<file path="src/rtl/priv_pend_pkg.sv">
package priv_pend_pkg;

    typedef enum logic [1:0] {
        GRP_G0   = 2'd0,
        GRP_G1S  = 2'd1,
        GRP_G1NS = 2'd2
    } grp_e;

    // Configured group from the group bit and modifier bit
    function automatic grp_e derive_group(input logic gbit, input logic mbit, input logic sec_off);
        grp_e g;
        if (gbit)
            g = GRP_G1NS;
        else if (mbit && !sec_off)
            g = GRP_G1S;
        else
            g = GRP_G0;
        return g;
    endfunction

endpackage

</file>
<file path="src/rtl/sgi_gate.sv">
module sgi_gate
    import priv_pend_pkg::*;
#(
    parameter int NUM_IRQ = 32,
    parameter int NUM_SGI = 16,
    localparam int ID_W   = $clog2(NUM_SGI)
) (
    input  logic                 clk,
    input  logic                 rst_n,
    input  logic                 req_valid,
    input  logic [ID_W-1:0]      req_id,
    input  logic [1:0]           req_grp,
    input  logic                 req_ns,
    input  logic                 sec_off,
    input  logic [NUM_IRQ-1:0]   grp_bit,
    input  logic [NUM_IRQ-1:0]   grpmod_bit,
    input  logic [2*NUM_SGI-1:0] acc_word,
    output logic [NUM_IRQ-1:0]   accept_vec
);

    grp_e       cfg_grp;
    grp_e       eff_grp;
    logic [1:0] acc_field;
    logic       grp_match;
    logic       perm_ok;
    logic       accept;

    always_comb begin
        cfg_grp   = derive_group(grp_bit[req_id], grpmod_bit[req_id], sec_off);
        eff_grp   = grp_e'(req_grp);
        // Fallback: secure group 1 on a group-0 target is treated as group 0
        if (eff_grp == GRP_G1S && cfg_grp == GRP_G0)
            eff_grp = GRP_G0;
        grp_match = (eff_grp == cfg_grp);

        acc_field = acc_word[2*req_id +: 2];
        perm_ok   = 1'b1;
        if (req_ns && !sec_off) begin
            unique case (cfg_grp)
                GRP_G0:   perm_ok = (acc_field >= 2'd1);
                GRP_G1S:  perm_ok = (acc_field >= 2'd2);
                default:  perm_ok = 1'b1;
            endcase
        end

        accept     = req_valid && grp_match && perm_ok;
        accept_vec = '0;
        accept_vec[req_id] = accept;
    end

    // at most one target accepted per request
    p_single_target_r8: assert property (@(posedge clk) disable iff (!rst_n)
        $onehot0(accept_vec));

    // no acceptance without a request
    p_no_spurious_r6: assert property (@(posedge clk) disable iff (!rst_n)
        !req_valid |-> (accept_vec == '0));

endmodule

</file>
<file path="src/rtl/line_sampler.sv">
module line_sampler #(
    parameter int NUM_IRQ = 32
) (
    input  logic               clk,
    input  logic               rst_n,
    input  logic [NUM_IRQ-1:0] line_in,
    input  logic [NUM_IRQ-1:0] edge_cfg,
    output logic [NUM_IRQ-1:0] lvl_q,
    output logic [NUM_IRQ-1:0] edge_hit,
    output logic               lvl_changed
);

    logic [NUM_IRQ-1:0] diff;

    for (genvar i = 0; i < NUM_IRQ; i++) begin : g_line
        always_ff @(posedge clk) begin
            if (!rst_n)
                lvl_q[i] <= 1'b0;
            else if (line_in[i] != lvl_q[i])
                lvl_q[i] <= line_in[i];
        end
        assign diff[i]     = line_in[i] ^ lvl_q[i];
        assign edge_hit[i] = diff[i] & line_in[i] & edge_cfg[i];
    end

    assign lvl_changed = |diff;

    // an unchanged sample leaves the stored level alone
    p_level_hold_r2: assert property (@(posedge clk) disable iff (!rst_n)
        (line_in == lvl_q) |=> $stable(lvl_q));

endmodule

</file>
<file path="src/rtl/pend_store.sv">
module pend_store #(
    parameter int NUM_IRQ = 32
) (
    input  logic               clk,
    input  logic               rst_n,
    input  logic [NUM_IRQ-1:0] edge_hit,
    input  logic [NUM_IRQ-1:0] sgi_hit,
    input  logic [NUM_IRQ-1:0] sw_set,
    input  logic [NUM_IRQ-1:0] sw_clr,
    input  logic               lvl_changed,
    output logic [NUM_IRQ-1:0] latch_q,
    output logic               upd_pulse
);

    logic [NUM_IRQ-1:0] latch_d;

    always_comb begin
        latch_d = (latch_q | edge_hit | sgi_hit | sw_set) & ~sw_clr;
    end

    always_ff @(posedge clk) begin
        if (!rst_n) begin
            latch_q   <= '0;
            upd_pulse <= 1'b0;
        end else begin
            latch_q   <= latch_d;
            upd_pulse <= (latch_d != latch_q) || lvl_changed;
        end
    end

    // a clear wins over every set source
    p_clear_wins_r9: assert property (@(posedge clk) disable iff (!rst_n)
        (|sw_clr) |=> ((latch_q & $past(sw_clr)) == '0));

    // an uncleared edge leaves its latch bit set
    p_edge_latches_r3: assert property (@(posedge clk) disable iff (!rst_n)
        (|(edge_hit & ~sw_clr)) |=> ((latch_q & $past(edge_hit & ~sw_clr)) == $past(edge_hit & ~sw_clr)));

    // any latch movement is announced
    p_latch_move_pulse_r10: assert property (@(posedge clk) disable iff (!rst_n)
        (latch_q != $past(latch_q)) |-> upd_pulse);

endmodule

</file>
<file path="src/rtl/priv_pend_tracker.sv">
module priv_pend_tracker
    import priv_pend_pkg::*;
#(
    parameter int NUM_IRQ = 32,
    parameter int NUM_SGI = 16,
    localparam int ID_W   = $clog2(NUM_SGI)
) (
    input  logic                 clk,
    input  logic                 rst_n,
    input  logic [NUM_IRQ-1:0]   line_in,
    input  logic [NUM_IRQ-1:0]   edge_cfg,
    input  logic [NUM_IRQ-1:0]   grp_bit,
    input  logic [NUM_IRQ-1:0]   grpmod_bit,
    input  logic                 sec_off,
    input  logic [2*NUM_SGI-1:0] acc_word,
    input  logic                 sgi_valid,
    input  logic [ID_W-1:0]      sgi_id,
    input  logic [1:0]           sgi_grp,
    input  logic                 sgi_ns,
    input  logic [NUM_IRQ-1:0]   sw_set,
    input  logic [NUM_IRQ-1:0]   sw_clr,
    output logic [NUM_IRQ-1:0]   pend_view,
    output logic                 upd_pulse
);

    logic [NUM_IRQ-1:0] lvl_q;
    logic [NUM_IRQ-1:0] edge_hit;
    logic               lvl_changed;
    logic [NUM_IRQ-1:0] sgi_hit;
    logic [NUM_IRQ-1:0] latch_q;

    line_sampler #(.NUM_IRQ(NUM_IRQ)) u_sampler (
        .clk         (clk),
        .rst_n       (rst_n),
        .line_in     (line_in),
        .edge_cfg    (edge_cfg),
        .lvl_q       (lvl_q),
        .edge_hit    (edge_hit),
        .lvl_changed (lvl_changed)
    );

    sgi_gate #(.NUM_IRQ(NUM_IRQ), .NUM_SGI(NUM_SGI)) u_gate (
        .clk        (clk),
        .rst_n      (rst_n),
        .req_valid  (sgi_valid),
        .req_id     (sgi_id),
        .req_grp    (sgi_grp),
        .req_ns     (sgi_ns),
        .sec_off    (sec_off),
        .grp_bit    (grp_bit),
        .grpmod_bit (grpmod_bit),
        .acc_word   (acc_word),
        .accept_vec (sgi_hit)
    );

    pend_store #(.NUM_IRQ(NUM_IRQ)) u_store (
        .clk         (clk),
        .rst_n       (rst_n),
        .edge_hit    (edge_hit),
        .sgi_hit     (sgi_hit),
        .sw_set      (sw_set),
        .sw_clr      (sw_clr),
        .lvl_changed (lvl_changed),
        .latch_q     (latch_q),
        .upd_pulse   (upd_pulse)
    );

    assign pend_view = latch_q | (lvl_q & ~edge_cfg);

    // an accepted, uncleared request shows up in the view
    p_sgi_visible_r8: assert property (@(posedge clk) disable iff (!rst_n)
        (|(sgi_hit & ~sw_clr)) |=> ((pend_view & $past(sgi_hit & ~sw_clr)) == $past(sgi_hit & ~sw_clr)));

    // a stored-level change is announced
    p_level_move_pulse_r10: assert property (@(posedge clk) disable iff (!rst_n)
        (lvl_q != $past(lvl_q)) |-> upd_pulse);

endmodule

</file>
<file path="config.mk">
export PLATFORM = sky130hd
export DESIGN_NAME = priv_pend_tracker
export DESIGN_NICKNAME = d
export VERILOG_FILES = /design/src/rtl/priv_pend_pkg.sv /design/src/rtl/sgi_gate.sv /design/src/rtl/line_sampler.sv /design/src/rtl/pend_store.sv /design/src/rtl/priv_pend_tracker.sv
export SDC_FILE = /design/constraint.sdc
export NUM_CORES = 1
export LEC_CHECK = 0
export BUFFER_PORTS_ARGS = -buffer_cell sky130_fd_sc_hd__buf_2
export CAP_MARGIN = 20
export CELL_PAD_IN_SITES_DETAIL_PLACEMENT = 1
export CELL_PAD_IN_SITES_GLOBAL_PLACEMENT = 1
export CORE_AREA = 2 2 131 133
export CTS_CLUSTER_SIZE = 12
export DETAILED_ROUTE_END_ITERATION = 8
export DIE_AREA = 0 0 133 135
export GPL_TIMING_DRIVEN = 0
export PLACE_DENSITY_LB_ADDON = 0.15
export SLEW_MARGIN = 20
export SYNTH_ARGS = -nofsm -noshare
export SYNTH_HDL_FRONTEND = slang
export SYNTH_SLANG_ARGS = --single-unit
</file>
<file path="constraint.sdc">
create_clock -name clk -period 2.4 [get_ports clk]
set_input_delay 0.24 -clock clk [delete_from_list [all_inputs] [get_ports clk]]
set_output_delay 0.24 -clock clk [all_outputs]
set_load 0.02 [all_outputs]
</file>
==> summary.md <==
| Metric | Value |
|---|---|
| Status | `finished, final reports clean` |
| P_leak | `between 0.002 and 0.003 uW` |
| Pwr Total | `between 3000 and 4000 uW` |
| Fin nets | `around 1000` |
| Root Driver | `clkbuf_16` |
| R2R cell count | `9` |
| Comb power frac | `a little over a quarter` |
| Die Wd | `133 um` |
| Area share of the largest cell type after synthesis | `between 20% and 30%` |
| Vias in the first global route | `5285` |
| Sw Share | `29.62%` |
| Post-Syn Area | `4402 um^2` |
| Initial Util | `26.83%` |
| Met3 wire length | `around 1200 um` |
| Area grow syn2layout | `40.93%` |
| Die area | `17960 um^2` |
| WHS Endpoint | `u_store.latch_q[22]$_SDFF_PN0_` |
| Placed Cells | `just under 1000` |
| Num CTS Buffers | `9` |
| Peak VDD IR | `roughly 0.00026 V` |
| Kind of critical path | `flip-flop to flip-flop` |
| Pwr Density | `589.7 nW/um^2` |
| Top cells by count, synth | `dfxtp_1 (65), inv_1 (62), nor2_1 (46)` |
| Rows | `47` |
| TritonCTS clock tree | `built` |
| HP Class | `input pin to flip-flop` |
| Unrepaired setup endpoints after global routing | `yes` |
| H-tree depth | `3` |
| Crit start category | `flip-flop` |
| Count leader, synth | `dfxtp_1` |
| Worst skew pair latency | `0.33 ns` |
| Met2 wire length | `around 9700 um` |
| Gp weighted congestion | `between 0.8 and 0.9` |
| Final std cells w/o fill | `between 900 and 1000` |
| Routed wire length | `18930 um` |
| Fin Clk Skew | `roughly 0.005 ns` |
| Maximum root-to-sink buffer count | `2` |
| Top Metal Used | `met4` |
| Input/output buffers | `roughly 230` |
| Sequential fraction of the synthesis area | `between 20% and 30%` |
| Routed wire per std cell | `slightly below 20 um` |
| Avg Inst Size Synth | `8.631 um^2` |
| Pre-CTS setup slack | `-0.3942 ns` |
| Synth cell types | `49` |
| Slew @ Worst Pin | `around 0.7 ns` |
| Flop2flop setup slack | `0.09 ns` |
| YS warnings | `0` |
| Hold wc startpoint | `sw_clr[22]` |
| DR DRC count | `0` |
| Async S/R FF share, synth | `0%` |
| Minimum clock period | `2.310 ns` |
| Hpwl dp | `between 15000 and 20000 um` |
| Drt pass-1 iters | `4` |
| Clock share of power | `39.4%` |
| DR vias | `5036` |
| Antenna Nets Post-Route | `0` |
| Largest net degree at the start of global routing | `13` |
| Wl on met1 | `7860 um` |
| Final period util | `a little over nine tenths` |
| Synth Flop Type | `dfxtp_1` |
| DR iter-0 viols | `between 150 and 200` |
| # clock sinks | `65` |
| Largest area contributor in the netlist | `dfxtp_1` |
| Antenna violations before repair | `0` |
| Crit Reg-Reg Endpoint | `u_store.upd_pulse$_SDFF_PN0_` |
| Worst Path Arrival | `~2.5 ns` |
| Largest cells by area after synthesis | `dfxtp_1 (30%), ha_1 (9.1%), mux4_2 (8.7%), mux2i_1 (7.5%), inv_1 (5.3%)` |
| Via density | `approximately 5.1` |
| Global-route wire length before repair | `about 29000 um` |
| Required @ worst endpoint | `between 2 and 3 ns` |
| CP Capture Type | `flip-flop` |
| Core footprint | `between 15000 and 20000 um^2` |
| Worst-path maximum fanout | `2` |
| Power share of the sequential group | `33.2%` |
| Max-cap violations | `0` |
| FF-to-FF Start | `u_sampler.lvl_q[9]$_SDFFE_PN0P_` |
| Die H | `~140 um` |
| Placed Area | `just under 6000 um^2` |
| Antenna cells | `0` |
| Fmax achieved | `~430 MHz` |
| Max-slew violations | `0` |
| Synthesized flop and latch total | `65` |
| Final WS setup | `~0.090 ns` |
| Syn nets | `777` |
| Layout cells sized above 1 | `between 30% and 40%` |
| I/O pin count | `approximately 270` |
| Gate Count Post-Synth | `510` |
| Worst slew margin | `between 50 and 60%` |
| CTS clk-pin slew, worst paths | `approximately 0.06 ns` |
| Hold path depth | `2` |
| Finished Cell Area | `6203 um^2` |
| Finish-stage setup viols | `0` |
| Overall Global Routing Usage | `between 20% and 30%` |
| Final Hold Vio Count | `0` |
| EDFF count, synth | `0` |
| Overflow after GRT | `0` |
| Setup TNS Final | `0 ns` |
| Switching power | `about 1100 uW` |
| Internal | `around 2600 uW` |
[layout by cell type, fill, tap and decap left out, types with 4 or more instances in the layout]
cell type / count
nor3_1: 35
nor4_1: 5
a22oi_1: 11
mux4_2: 17
nor2_1: 46
nand3_1: 16
ha_1: 32
mux2i_1: 33
clkbuf_1: 13
o21ai_0: 32
a21oi_1: 31
inv_1: 62
buf_2: 235
a311oi_1: 13
nand4_1: 18
dfxtp_1: 65
a211oi_1: 20
nand2b_1: 4
clkbuf_16: 9
nand2_1: 7
a221oi_1: 4
[through the flow]
| stage | utilization (%) | hold WS, ns |
|---|---|---|
| after floorplan | - | 0.3128 |
| after global placement | 35.61 | 0.4328 |
| after detailed placement | 35.61 | 0.4370 |
| after CTS | 37.72 | 0.08966 |
| after global routing | 37.81 | 0.09709 |
| final | 37.81 | 0.09832 |
[registers in the layout, indices dropped and copies added, names as in the netlist]
| name | cells |
|---|---|
| u_store.latch_q | 32 |
| u_store.upd_pulse | 1 |
| u_sampler.lvl_q | 32 |
[area by class of cell]
class | count | area, um^2
Buffer | 17 | 92.59
Clock buffer | 14 | 264.0
Clock inverter | 2 | 60.06
Fill cell | 2033 | 10200
Inverter | 64 | 240.2
Multi-Input combinational cell | 363 | 2804
Sequential cell | 65 | 1301
Tap cell | 220 | 275.3
Timing Repair Buffer | 233 | 1166
[how the worst max path moves through the flow]
stage / startpoint / cells after the start / slack [ns] / endpoint
after floorplan: sgi_id[1] / 10 / 0.16 / u_store.latch_q[1]$_SDFF_PN0_
after global placement: sgi_id[2] / 10 / -0.34 / u_store.latch_q[12]$_SDFF_PN0_
after detailed placement: sgi_id[2] / 10 / -0.39 / u_store.latch_q[12]$_SDFF_PN0_
after CTS: u_sampler.lvl_q[10]$_SDFFE_PN0P_ / 8 / 0.02 / u_store.upd_pulse$_SDFF_PN0_
after global routing: u_sampler.lvl_q[9]$_SDFFE_PN0P_ / 9 / -0.10 / u_store.upd_pulse$_SDFF_PN0_
final: u_sampler.lvl_q[9]$_SDFFE_PN0P_ / 9 / 0.09 / u_store.upd_pulse$_SDFF_PN0_
[worst max-delay path, stage by stage, from the launching register on]
cell and delay, ns:
dfxtp_1 0.33, inv_1 0.06, ha_1 0.20, a21oi_4 0.18
nor3_1 0.10, or4_1 0.50, nor3_1 0.21, nand4_1 0.19
o41ai_2 0.27, nand4_1 0.14
[cell families after synthesis]
kind of cell	share of synthesized area [%]
and+or+nand+nor	16.12
AOI/OAI and AO/OA	19.76
buffers and inverters	7.646
DFF	29.56
muxes	17.23
adders and majority gates	9.096
xor gates and xnor gates	0.5970
[per-layer routing]
layer	GRT usage [%]	vias to the layer above
met5	0	-
met2	38.89	194
met3	4.092	19
met1	24.86	2418
met4	4.122	0
li1	-	2405
[power groups by stage]
stage,Clock [uW],Sequential [uW],Combinational [uW]
finish,1440,1220,1000
detailed placement,0,1240,995
CTS,1480,1220,1010
global placement,0,1230,964
global route,1530,1230,1100
floorplan,0,1220,568
[repair_timing]
item | 4_1_cts | 5_1_grt
pin swaps | 2 | 0
hold buffers | 0 | 0
gates resized for setup | 4 | 3
endpoints found under the hold margin | 0 | 0
setup endpoints to repair | 6 | 7
buffers inserted | 0 | 0
Power figures use the tool's default switching activity.
